--- src/rtl/ackpoll_pkg.sv ---
package ackpoll_pkg;

    typedef enum logic [1:0] {
        OP_START = 2'd0,
        OP_STOP  = 2'd1,
        OP_WRITE = 2'd2,
        OP_READ  = 2'd3
    } bus_op_e;

    typedef enum logic [1:0] {
        PH_IDLE,
        PH_ISSUE,
        PH_WAIT
    } phase_e;

    typedef enum logic [2:0] {
        ST_START,
        ST_DEV,
        ST_WADDR,
        ST_WDATA,
        ST_READ,
        ST_STOP
    } step_e;

endpackage

--- src/rtl/ackpoll_try_ctr.sv ---
// Counts device-address attempts and flags when the effective limit is used up.
module ackpoll_try_ctr #(
    parameter int CNT_W = 16
) (
    input  logic             clk,
    input  logic             rst_n,
    input  logic             clear,
    input  logic             bump,
    input  logic [CNT_W-1:0] limit,
    output logic [CNT_W-1:0] count,
    output logic             exhausted
);
    localparam logic [CNT_W-1:0] ONE = {{(CNT_W-1){1'b0}}, 1'b1};
    localparam logic [CNT_W-1:0] TOP = {CNT_W{1'b1}};

    logic [CNT_W-1:0] cnt_d, cnt_q;
    logic [CNT_W-1:0] eff_limit;

    always_comb begin
        cnt_d = cnt_q;
        if (clear) begin
            cnt_d = '0;
        end else if (bump && cnt_q != TOP) begin
            cnt_d = cnt_q + ONE;
        end
    end

    always_ff @(posedge clk or negedge rst_n) begin
        if (!rst_n) begin
            cnt_q <= '0;
        end else begin
            cnt_q <= cnt_d;
        end
    end

    assign eff_limit = (limit == '0) ? ONE : limit;
    assign count     = cnt_q;
    assign exhausted = (cnt_q >= eff_limit);

endmodule

--- src/rtl/ackpoll_byte_sel.sv ---
// Maps the current step to a command code and the byte that goes with it.
module ackpoll_byte_sel
    import ackpoll_pkg::*;
#(
    parameter int ADDR_BYTES = 2,
    parameter int IDX_W      = 1
) (
    input  step_e                   step,
    input  logic [6:0]              dev,
    input  logic                    rd,
    input  logic [8*ADDR_BYTES-1:0] word,
    input  logic [IDX_W-1:0]        idx,
    input  logic [7:0]              wdata,
    output bus_op_e                 op,
    output logic [7:0]              byte_out
);
    logic [7:0] addr_bytes [ADDR_BYTES];
    logic [7:0] addr_sel;

    // entry 0 is the most significant byte of the word address
    for (genvar g = 0; g < ADDR_BYTES; g++) begin : g_split
        assign addr_bytes[g] = word[8*(ADDR_BYTES-1-g) +: 8];
    end

    always_comb begin
        addr_sel = addr_bytes[0];
        for (int k = 0; k < ADDR_BYTES; k++) begin
            if (idx == IDX_W'(k)) begin
                addr_sel = addr_bytes[k];
            end
        end
    end

    always_comb begin
        op       = OP_START;
        byte_out = 8'h00;
        unique case (step)
            ST_START: op = OP_START;
            ST_DEV: begin
                op       = OP_WRITE;
                byte_out = {dev, rd};
            end
            ST_WADDR: begin
                op       = OP_WRITE;
                byte_out = addr_sel;
            end
            ST_WDATA: begin
                op       = OP_WRITE;
                byte_out = wdata;
            end
            ST_READ:  op = OP_READ;
            ST_STOP:  op = OP_STOP;
            default:  op = OP_STOP;
        endcase
    end

endmodule

--- src/rtl/ackpoll_seq.sv ---
// Write-completion poller: retries the device address until acknowledged,
// then finishes a byte write or a current-address read.
module ackpoll_seq
    import ackpoll_pkg::*;
#(
    parameter int ADDR_BYTES = 2,
    parameter int CNT_W      = 16
) (
    input  logic                    clk,
    input  logic                    rst_n,
    input  logic                    req_valid,
    input  logic                    req_read,
    input  logic [6:0]              req_dev,
    input  logic [8*ADDR_BYTES-1:0] req_word,
    input  logic [7:0]              req_data,
    input  logic [CNT_W-1:0]        poll_limit,
    input  logic                    eng_done,
    input  logic                    eng_ack,
    input  logic [7:0]              eng_rdata,
    output logic                    cmd_valid,
    output logic [1:0]              cmd_op,
    output logic [7:0]              cmd_byte,
    output logic                    busy,
    output logic                    done,
    output logic                    err_timeout,
    output logic [7:0]              rd_data,
    output logic [CNT_W-1:0]        poll_count
);
    localparam int AW    = 8 * ADDR_BYTES;
    localparam int IDX_W = (ADDR_BYTES > 1) ? $clog2(ADDR_BYTES) : 1;
    localparam logic [IDX_W-1:0] IDX_LAST = IDX_W'(ADDR_BYTES - 1);
    localparam logic [IDX_W-1:0] IDX_ONE  = IDX_W'(1);

    typedef struct packed {
        phase_e           phase;
        step_e            step;
        logic             rd;
        logic [6:0]       dev;
        logic [AW-1:0]    word;
        logic [7:0]       wdata;
        logic [IDX_W-1:0] idx;
        logic             again;
        logic             fail;
        logic             done;
        logic             err;
        logic [7:0]       rdata;
        logic [CNT_W-1:0] polls;
    } st_t;

    st_t st_d, st_q;

    logic             ctr_clear;
    logic             ctr_bump;
    logic [CNT_W-1:0] ctr_count;
    logic             ctr_exhausted;
    bus_op_e          sel_op;
    logic [7:0]       sel_byte;

    ackpoll_try_ctr #(.CNT_W(CNT_W)) u_ctr (
        .clk       (clk),
        .rst_n     (rst_n),
        .clear     (ctr_clear),
        .bump      (ctr_bump),
        .limit     (poll_limit),
        .count     (ctr_count),
        .exhausted (ctr_exhausted)
    );

    ackpoll_byte_sel #(.ADDR_BYTES(ADDR_BYTES), .IDX_W(IDX_W)) u_sel (
        .step     (st_q.step),
        .dev      (st_q.dev),
        .rd       (st_q.rd),
        .word     (st_q.word),
        .idx      (st_q.idx),
        .wdata    (st_q.wdata),
        .op       (sel_op),
        .byte_out (sel_byte)
    );

    always_comb begin
        st_d      = st_q;
        st_d.done = 1'b0;
        ctr_clear = 1'b0;
        ctr_bump  = 1'b0;

        unique case (st_q.phase)
            PH_IDLE: begin
                if (req_valid) begin
                    st_d.phase = PH_ISSUE;
                    st_d.step  = ST_START;
                    st_d.rd    = req_read;
                    st_d.dev   = req_dev;
                    st_d.word  = req_word;
                    st_d.wdata = req_data;
                    st_d.idx   = '0;
                    st_d.again = 1'b0;
                    st_d.fail  = 1'b0;
                    st_d.err   = 1'b0;
                    ctr_clear  = 1'b1;
                end
            end

            PH_ISSUE: begin
                st_d.phase = PH_WAIT;
                if (st_q.step == ST_DEV) begin
                    ctr_bump = 1'b1;
                end
            end

            PH_WAIT: begin
                if (eng_done) begin
                    st_d.phase = PH_ISSUE;
                    unique case (st_q.step)
                        ST_START: st_d.step = ST_DEV;
                        ST_DEV: begin
                            if (eng_ack) begin
                                st_d.step = st_q.rd ? ST_READ : ST_WADDR;
                                st_d.idx  = '0;
                            end else if (ctr_exhausted) begin
                                st_d.fail = 1'b1;
                                st_d.step = ST_STOP;
                            end else begin
                                st_d.again = 1'b1;
                                st_d.step  = ST_STOP;
                            end
                        end
                        ST_WADDR: begin
                            if (st_q.idx == IDX_LAST) begin
                                st_d.step = ST_WDATA;
                            end else begin
                                st_d.idx = st_q.idx + IDX_ONE;
                            end
                        end
                        ST_WDATA: st_d.step = ST_STOP;
                        ST_READ: begin
                            st_d.rdata = eng_rdata;
                            st_d.step  = ST_STOP;
                        end
                        ST_STOP: begin
                            if (st_q.again) begin
                                st_d.again = 1'b0;
                                st_d.step  = ST_START;
                            end else begin
                                st_d.phase = PH_IDLE;
                                st_d.done  = 1'b1;
                                st_d.err   = st_q.fail;
                                st_d.polls = ctr_count;
                            end
                        end
                        default: st_d.step = ST_STOP;
                    endcase
                end
            end

            default: st_d.phase = PH_IDLE;
        endcase
    end

    always_ff @(posedge clk or negedge rst_n) begin
        if (!rst_n) begin
            st_q <= '{phase: PH_IDLE, step: ST_START, default: '0};
        end else begin
            st_q <= st_d;
        end
    end

    assign cmd_valid   = (st_q.phase == PH_ISSUE);
    assign cmd_op      = sel_op;
    assign cmd_byte    = sel_byte;
    assign busy        = (st_q.phase != PH_IDLE);
    assign done        = st_q.done;
    assign err_timeout = st_q.err;
    assign rd_data     = st_q.rdata;
    assign poll_count  = st_q.polls;

endmodule

--- config.mk ---
export PLATFORM = sky130hd
export DESIGN_NAME = ackpoll_seq
export DESIGN_NICKNAME = d
export VERILOG_FILES = /design/src/rtl/ackpoll_pkg.sv /design/src/rtl/ackpoll_try_ctr.sv /design/src/rtl/ackpoll_byte_sel.sv /design/src/rtl/ackpoll_seq.sv
export SDC_FILE = /design/constraint.sdc
export NUM_CORES = 1
export LEC_CHECK = 0
export BUFFER_PORTS_ARGS = -buffer_cell sky130_fd_sc_hd__buf_2
export CAP_MARGIN = 15
export CORE_AREA = 2 2 91 101
export DETAILED_ROUTE_END_ITERATION = 8
export DIE_AREA = 0 0 93 103
export PLACE_DENSITY = 0.87
export SYNTH_ARGS = -nofsm -noshare
export SYNTH_HDL_FRONTEND = slang
export SYNTH_SLANG_ARGS = --single-unit
--- constraint.sdc ---
create_clock -name clk -period 2.26 [get_ports clk]
set_clock_uncertainty 0.1 [all_clocks]
set_input_delay 0 -clock clk [delete_from_list [all_inputs] [get_ports clk]]
set_output_delay 0 -clock clk [all_outputs]
set_load 0.005 [all_outputs]
; Word-level counts from Yosys, hierarchy flattened
; Index checks and enable logic that the tools add are counted.
[totals]
output_inout_bits = 38
regBits = 82
word_cells = 96
input_bits = 61
[classes]
n_reduce_logical = 17
bitwise = 1
addsub = 2
eq_ne = 22
muxes = 39
order_cmp = 1
[ops]
columns = op, n
row1 = two-way mux 16 bit, 5
row2 = two-way mux 40 bit, 1
row3 = two-way mux 29 bit, 1
row4 = one-hot mux 8 bit (3 select lines), 1
row5 = "adder 16 x 1 -> 16 bit, second input constant", 1
row6 = greater-or-equal comparator 16 bit, 1
row7 = logical NOT 16 bit, 1
row8 = two-way mux 8 bit, 2
row9 = "!= test 16 bit, second input constant", 1
row10 = "!= test 3 bit, second input constant", 5
row11 = AND reduction 5 bit, 3
row12 = two-way mux 1 bit, 13
row13 = two-way mux 3 bit, 4
row14 = "!= test 2 bit, second input constant", 6
row15 = one-hot mux 2 bit (3 select lines), 2
row16 = one-hot mux 3 bit (2 select lines), 2
row17 = one-hot mux 3 bit (4 select lines), 1
row18 = AND reduction 6 bit, 2
row19 = "equality test 3 x 2 -> 1 bit, second input constant", 2
row20 = "equality test 3 bit, second input constant", 2
row21 = two-way mux 2 bit, 3
row22 = "!= test 3 x 2 -> 1 bit, second input constant", 2
row23 = one-hot mux 1 bit (2 select lines), 3
row24 = nonzero test 2 bit, 3
row25 = other kinds (14), 15

; Depth between registers and ports, before layout
[depth]
ltp_word = 8
depth_mapped = 9
depth_no_buf = 8

; Hierarchy
; From an unflattened synthesis, not the netlist that was laid out.
[hier_totals]
cells_unflattened = 399
hier_area_um2 = 4618.2
[modules_own_cells]
columns = mod, instances, cells_per_inst, area_per_inst_um2, seq_area_each_um2
row1 = ackpoll_seq, 1, 211, 2969.1, 1651.6
row2 = ackpoll_try_ctr, 1, 155, 1327.5, 400.4
row3 = ackpoll_byte_sel, 1, 33, 321.6, 0.0

; Worst setup path before layout
; OpenSTA, ideal clock, no wires.
[synth_timing]
path_kind = register to register
start = reg st_q[62] (netlist name)
end = reg u_ctr.cnt_q[14], in the netlist u_ctr.count[14]
t_arrival_ps = 1755
stages_incl_launch_ff = 7
path_slack_ps = 273
setup_time_ps = 132
path_buffers = 1
period_less_slack_ps = 1987
path_cell_list = dfrtp_1 buf_6 or3b_4 or4_4 nor3_2 xnor2_1 nor2_1
[synth_between]
elab_chain_cells = 5
[synth_rtl]
columns = item, line_no
row1 = from (decl), ackpoll_seq.sv:50  ; st_t st_d, st_q;
row2 = from (signal assigned), ackpoll_seq.sv:163  ; st_q <= st_d;
row3 = equality test 3 x 1 -> 1 bit, ackpoll_seq.sv:105  ; if (st_q.step == ST_DEV) begin
row4 = two-way mux 1 bit, ackpoll_seq.sv:105
row5 = two-way mux 1 bit, ackpoll_seq.sv:86  ; unique case (st_q.phase)
row6 = logical AND 1 bit, ackpoll_try_ctr.sv:23  ; end else if (bump && cnt_q != TOP) begin
row7 = nonzero test 2 bit (no source line), -
row8 = to (signal assigned), ackpoll_try_ctr.sv:32  ; cnt_q <= cnt_d;
row9 = to (decl), ackpoll_try_ctr.sv:16  ; logic [CNT_W-1:0] cnt_d, cnt_q;
; Every way passes these cells.
; A chain may end at the register's enable or synchronous reset.

; Final worst setup path
[layout_timing]
start = reg u_ctr.cnt_q[13], in the netlist u_ctr.count[13]
end = reg st_q[27] (netlist name)
[layout_between]
elab_chain_cells = 3
[layout_rtl]
columns = item, line_no
row1 = greater-or-equal comparator 16 bit, ackpoll_try_ctr.sv:38  ; assign exhausted = (cnt_q >= eff_limit);
row2 = != test 3 bit (no source line), -
row3 = AND reduction 6 bit (no source line), -
; Every way passes these cells.

==> out/qor.txt <==
Most frequent cell after synthesis - nand2_1
Max Cap Viol - 0
Pin count of the biggest net entering global routing - 36
Synth area leaders - dfrtp_1 (46%), nand2_1 (14%), mux2i_1 (5.0%), ha_1 (4.8%), buf_4 (4.2%)
Critical Path RT - 2.45 ns
Worst Reg-to-Reg Cells - 6
Global placement routability congestion - 0.9339
Vias in the first global route - 4071
Via density - 5.380
Worst Tran Pin Value - 0.5292 ns
Area of the multi-input gates - 2023 um2
Critical path's slowest cell - or4b_1
Slew Viols, Final - 0
Initial Utilization - 0.5124
Clock slew at reported path FFs - 0.10 ns
Register area share after synthesis - 0.4630
Cells along the critical path - ha_1 > nand4_1 > nor2_2 > or4b_1 > nand4_1 > mux2i_1
FF-to-FF End - st_q[27]$_DFFE_PN0P_
Share of cells above drive strength 1 - 0.2373
Filler cell count - 701
Post-Syn Nets - 578
DR iter-0 viols - 169
Prevailing post-synth register cell - dfrtp_1
Final hold vios - 0
Synth Area in Compound Gates - 0.07453
TritonRoute pass-1 iters - 5
CTS Root Cell - clkbuf_8
CP Data Arrival Time - 2.35 ns
Reg area - 2054 um2
Nets - 701
Final WL - 11240 um
Maximum vdd drop - 0.5602 mV
CTS sink count - 82
Routed length per instance - 15.14 um
Tot Pwr - 4.682 mW
Switching pwr - 1.755 mW
DP HPWL - 7434 um
CTS Buffer Depth - 2
TritonCTS clock tree - done
First-pass GRT wire length - 18670 um
Site row count - 36
Grt total ovfl - 0
CP Max Fanout - 7
N_diodes - 0
DRC viols - 0
R2R setup slack - 0.10 ns
Synth Register Bits - 82
Crit. End Element - flop
Mapped Cells - 500
Placeable Area - 8648 um2
Slew HR - 0.6472
Clock network power share - 0.226
Leakage - 2.890 nW
P_int - 2.927 mW
Area growth syn-to-layout - 25.13%
Total CTS buffers - 9
Seq pwr share - 0.441
Setup violators final - 0
Die area - 9579 um2
Die Height - 103 um
Unrepaired setup endpoints after global routing - no
Critical path class - reg2reg
Clock latency on the worst-skew pair - 0.36 ns
Crit share post-route - 0.9538
I/O pins - 99
Antenna-violating nets left - 0
Netlist Area Pre-Place - 4432 um2
Number of flops mapped to enable cells by yosys - 0
Max frequency - 463.9 MHz
Commonest cells post-synth - nand2_1 (165), dfrtp_1 (82), buf_4 (25)
Synth Area in XOR/XNOR - 0.01976
Hold crit path type - in2async
Gate power share - 0.333
Outcome - complete, no violations
RR Startpoint - u_ctr.count[13]$_DFFE_PN0P_
Synth area leader - dfrtp_1
Antenna violations before repair - 0
Mux cell area share after synthesis - 0.07002
Port Buffers - 98
Share of Yosys cell area claimed by the top area cell type - 0.4630
Post-synthesis simple-gate area fraction - 0.2434
Max stage delay on crit path - 0.47 ns
Yosys warning count - 0
Sw frac - 0.3748
Worst setup SP type - flop
Total GRT Usage - 0.2498
Hold slack - 0.01009 ns
Via count - 3992
Die W - 93 um
Ys async rst share - 1.000
Post-CTS Setup Bufs - 0
CTS H-tree depth - 3
Most frequent CP cell - nand4_1
Mapped Avg Cell Area - 8.864 um2
Post-layout min period - 2.156 ns
Largest family of logic cells by synthesized area - simple AND/OR/NAND/NOR gates
Post-synth cell types - 53
Power per cell area - 844.3 nW/um2
Adder-cell share of the synthesized area - 0.04800
repair_timing:
action                                  in CTS  in global routing
endpoints found under the setup margin       0                  3
endpoints found under the hold margin      127                  0
gates resized for setup                      0                  4
hold buffers                                44                  0
flip-flops by register name, indices dropped and copies added (netlist names):
name and flops:
err_timeout 1, rd_data 8, done 1, u_ctr.count 16
poll_count 16, st_q 40
logic make-up after synthesis:
| family | count (synthesis) |
|---|---|
| simple gates | 242 |
| flops | 82 |
| buf+inv | 68 |
| compound gates | 51 |
| mux | 30 |
| fa+ha+maj | 17 |
| xor+xnor | 10 |
critical path, delay by kind of cell (launching register included):
family / cells / cell delay, ns
DFF: 1 / 0.46
and+or+nand+nor: 4 / 0.98
adders and majority gates: 1 / 0.33
muxes: 1 / 0.21
per-stage QoR:
| step | instances | utilization | instance area, um2 | setup slack (ns) | setup TNS [ns] |
|---|---|---|---|---|---|
| finish | 742 | 0.6412 | 5545 | 0.1043 | 0 |
| floorplan | 500 | - | 4432 | 0.2733 | 0 |
| CTS | 742 | 0.6405 | 5539 | 0.02618 | 0 |
| global placement | 682 | 0.5673 | 4906 | 0.1296 | 0 |
| detailed placement | 682 | 0.5673 | 4906 | -0.07502 | -0.07502 |
| global route | 742 | 0.6412 | 5545 | 0.01131 | 0 |
per-layer routing:
metal / global-route usage / part of all wire
met1: 0.2840 / 0.39
met2: 0.4459 / 0.51
met3: 0.05044 / 0.066
met4: 0.1324 / 0.034
met5: 0 / 0
layout by cell type, fill, tap and decap left out, drive strengths merged, types with 10 or more instances in the layout:
cell / instances
nand2: 165
buf: 113
dfrtp: 82
dlygate4sd3: 44
inv: 28
mux2i: 22
nor2: 20
ha: 17
o21ai: 13
a21oi: 11
and2: 10
nand4: 10
cell type report:
cell class / count / share of cell area
timing repair buffer: 157 / 0.1886
sequential: 82 / 0.3705
clock buffer: 9 / 0.02234
inverter: 23 / 0.01557
multi-input combinational: 350 / 0.3648
clock inverter: 7 / 0.01241
tap: 114 / 0.02572
worst max path at each step:
stage | to | cells past startpoint | slack [ns] | from
final | st_q[27]$_DFFE_PN0P_ | 6 | 0.10 | u_ctr.count[13]$_DFFE_PN0P_
after global placement | st_q[26]$_DFFE_PN0P_ | 9 | 0.13 | poll_limit[9]
after detailed placement | st_q[26]$_DFFE_PN0P_ | 9 | -0.08 | poll_limit[9]
after floorplan | u_ctr.count[14]$_DFFE_PN0P_ | 6 | 0.27 | st_q[62]$_DFFE_PN0P_
after CTS | st_q[26]$_DFFE_PN0P_ | 7 | 0.03 | u_ctr.count[0]$_DFFE_PN0P_
after global routing | st_q[27]$_DFFE_PN0P_ | 6 | 0.01 | u_ctr.count[13]$_DFFE_PN0P_
power by group through the flow:
| stage | combinational, mW | clock (mW) | sequential [mW] |
|---|---|---|---|
| after floorplan | 1.07 | 0 | 2.00 |
| after global placement | 1.40 | 0 | 2.06 |
| after detailed placement | 1.46 | 0 | 2.08 |
| after CTS | 1.54 | 1.07 | 2.05 |
| after global routing | 1.75 | 1.15 | 2.10 |
| final | 1.56 | 1.06 | 2.07 |
Note: power is estimated with default switching activity, not from simulation.
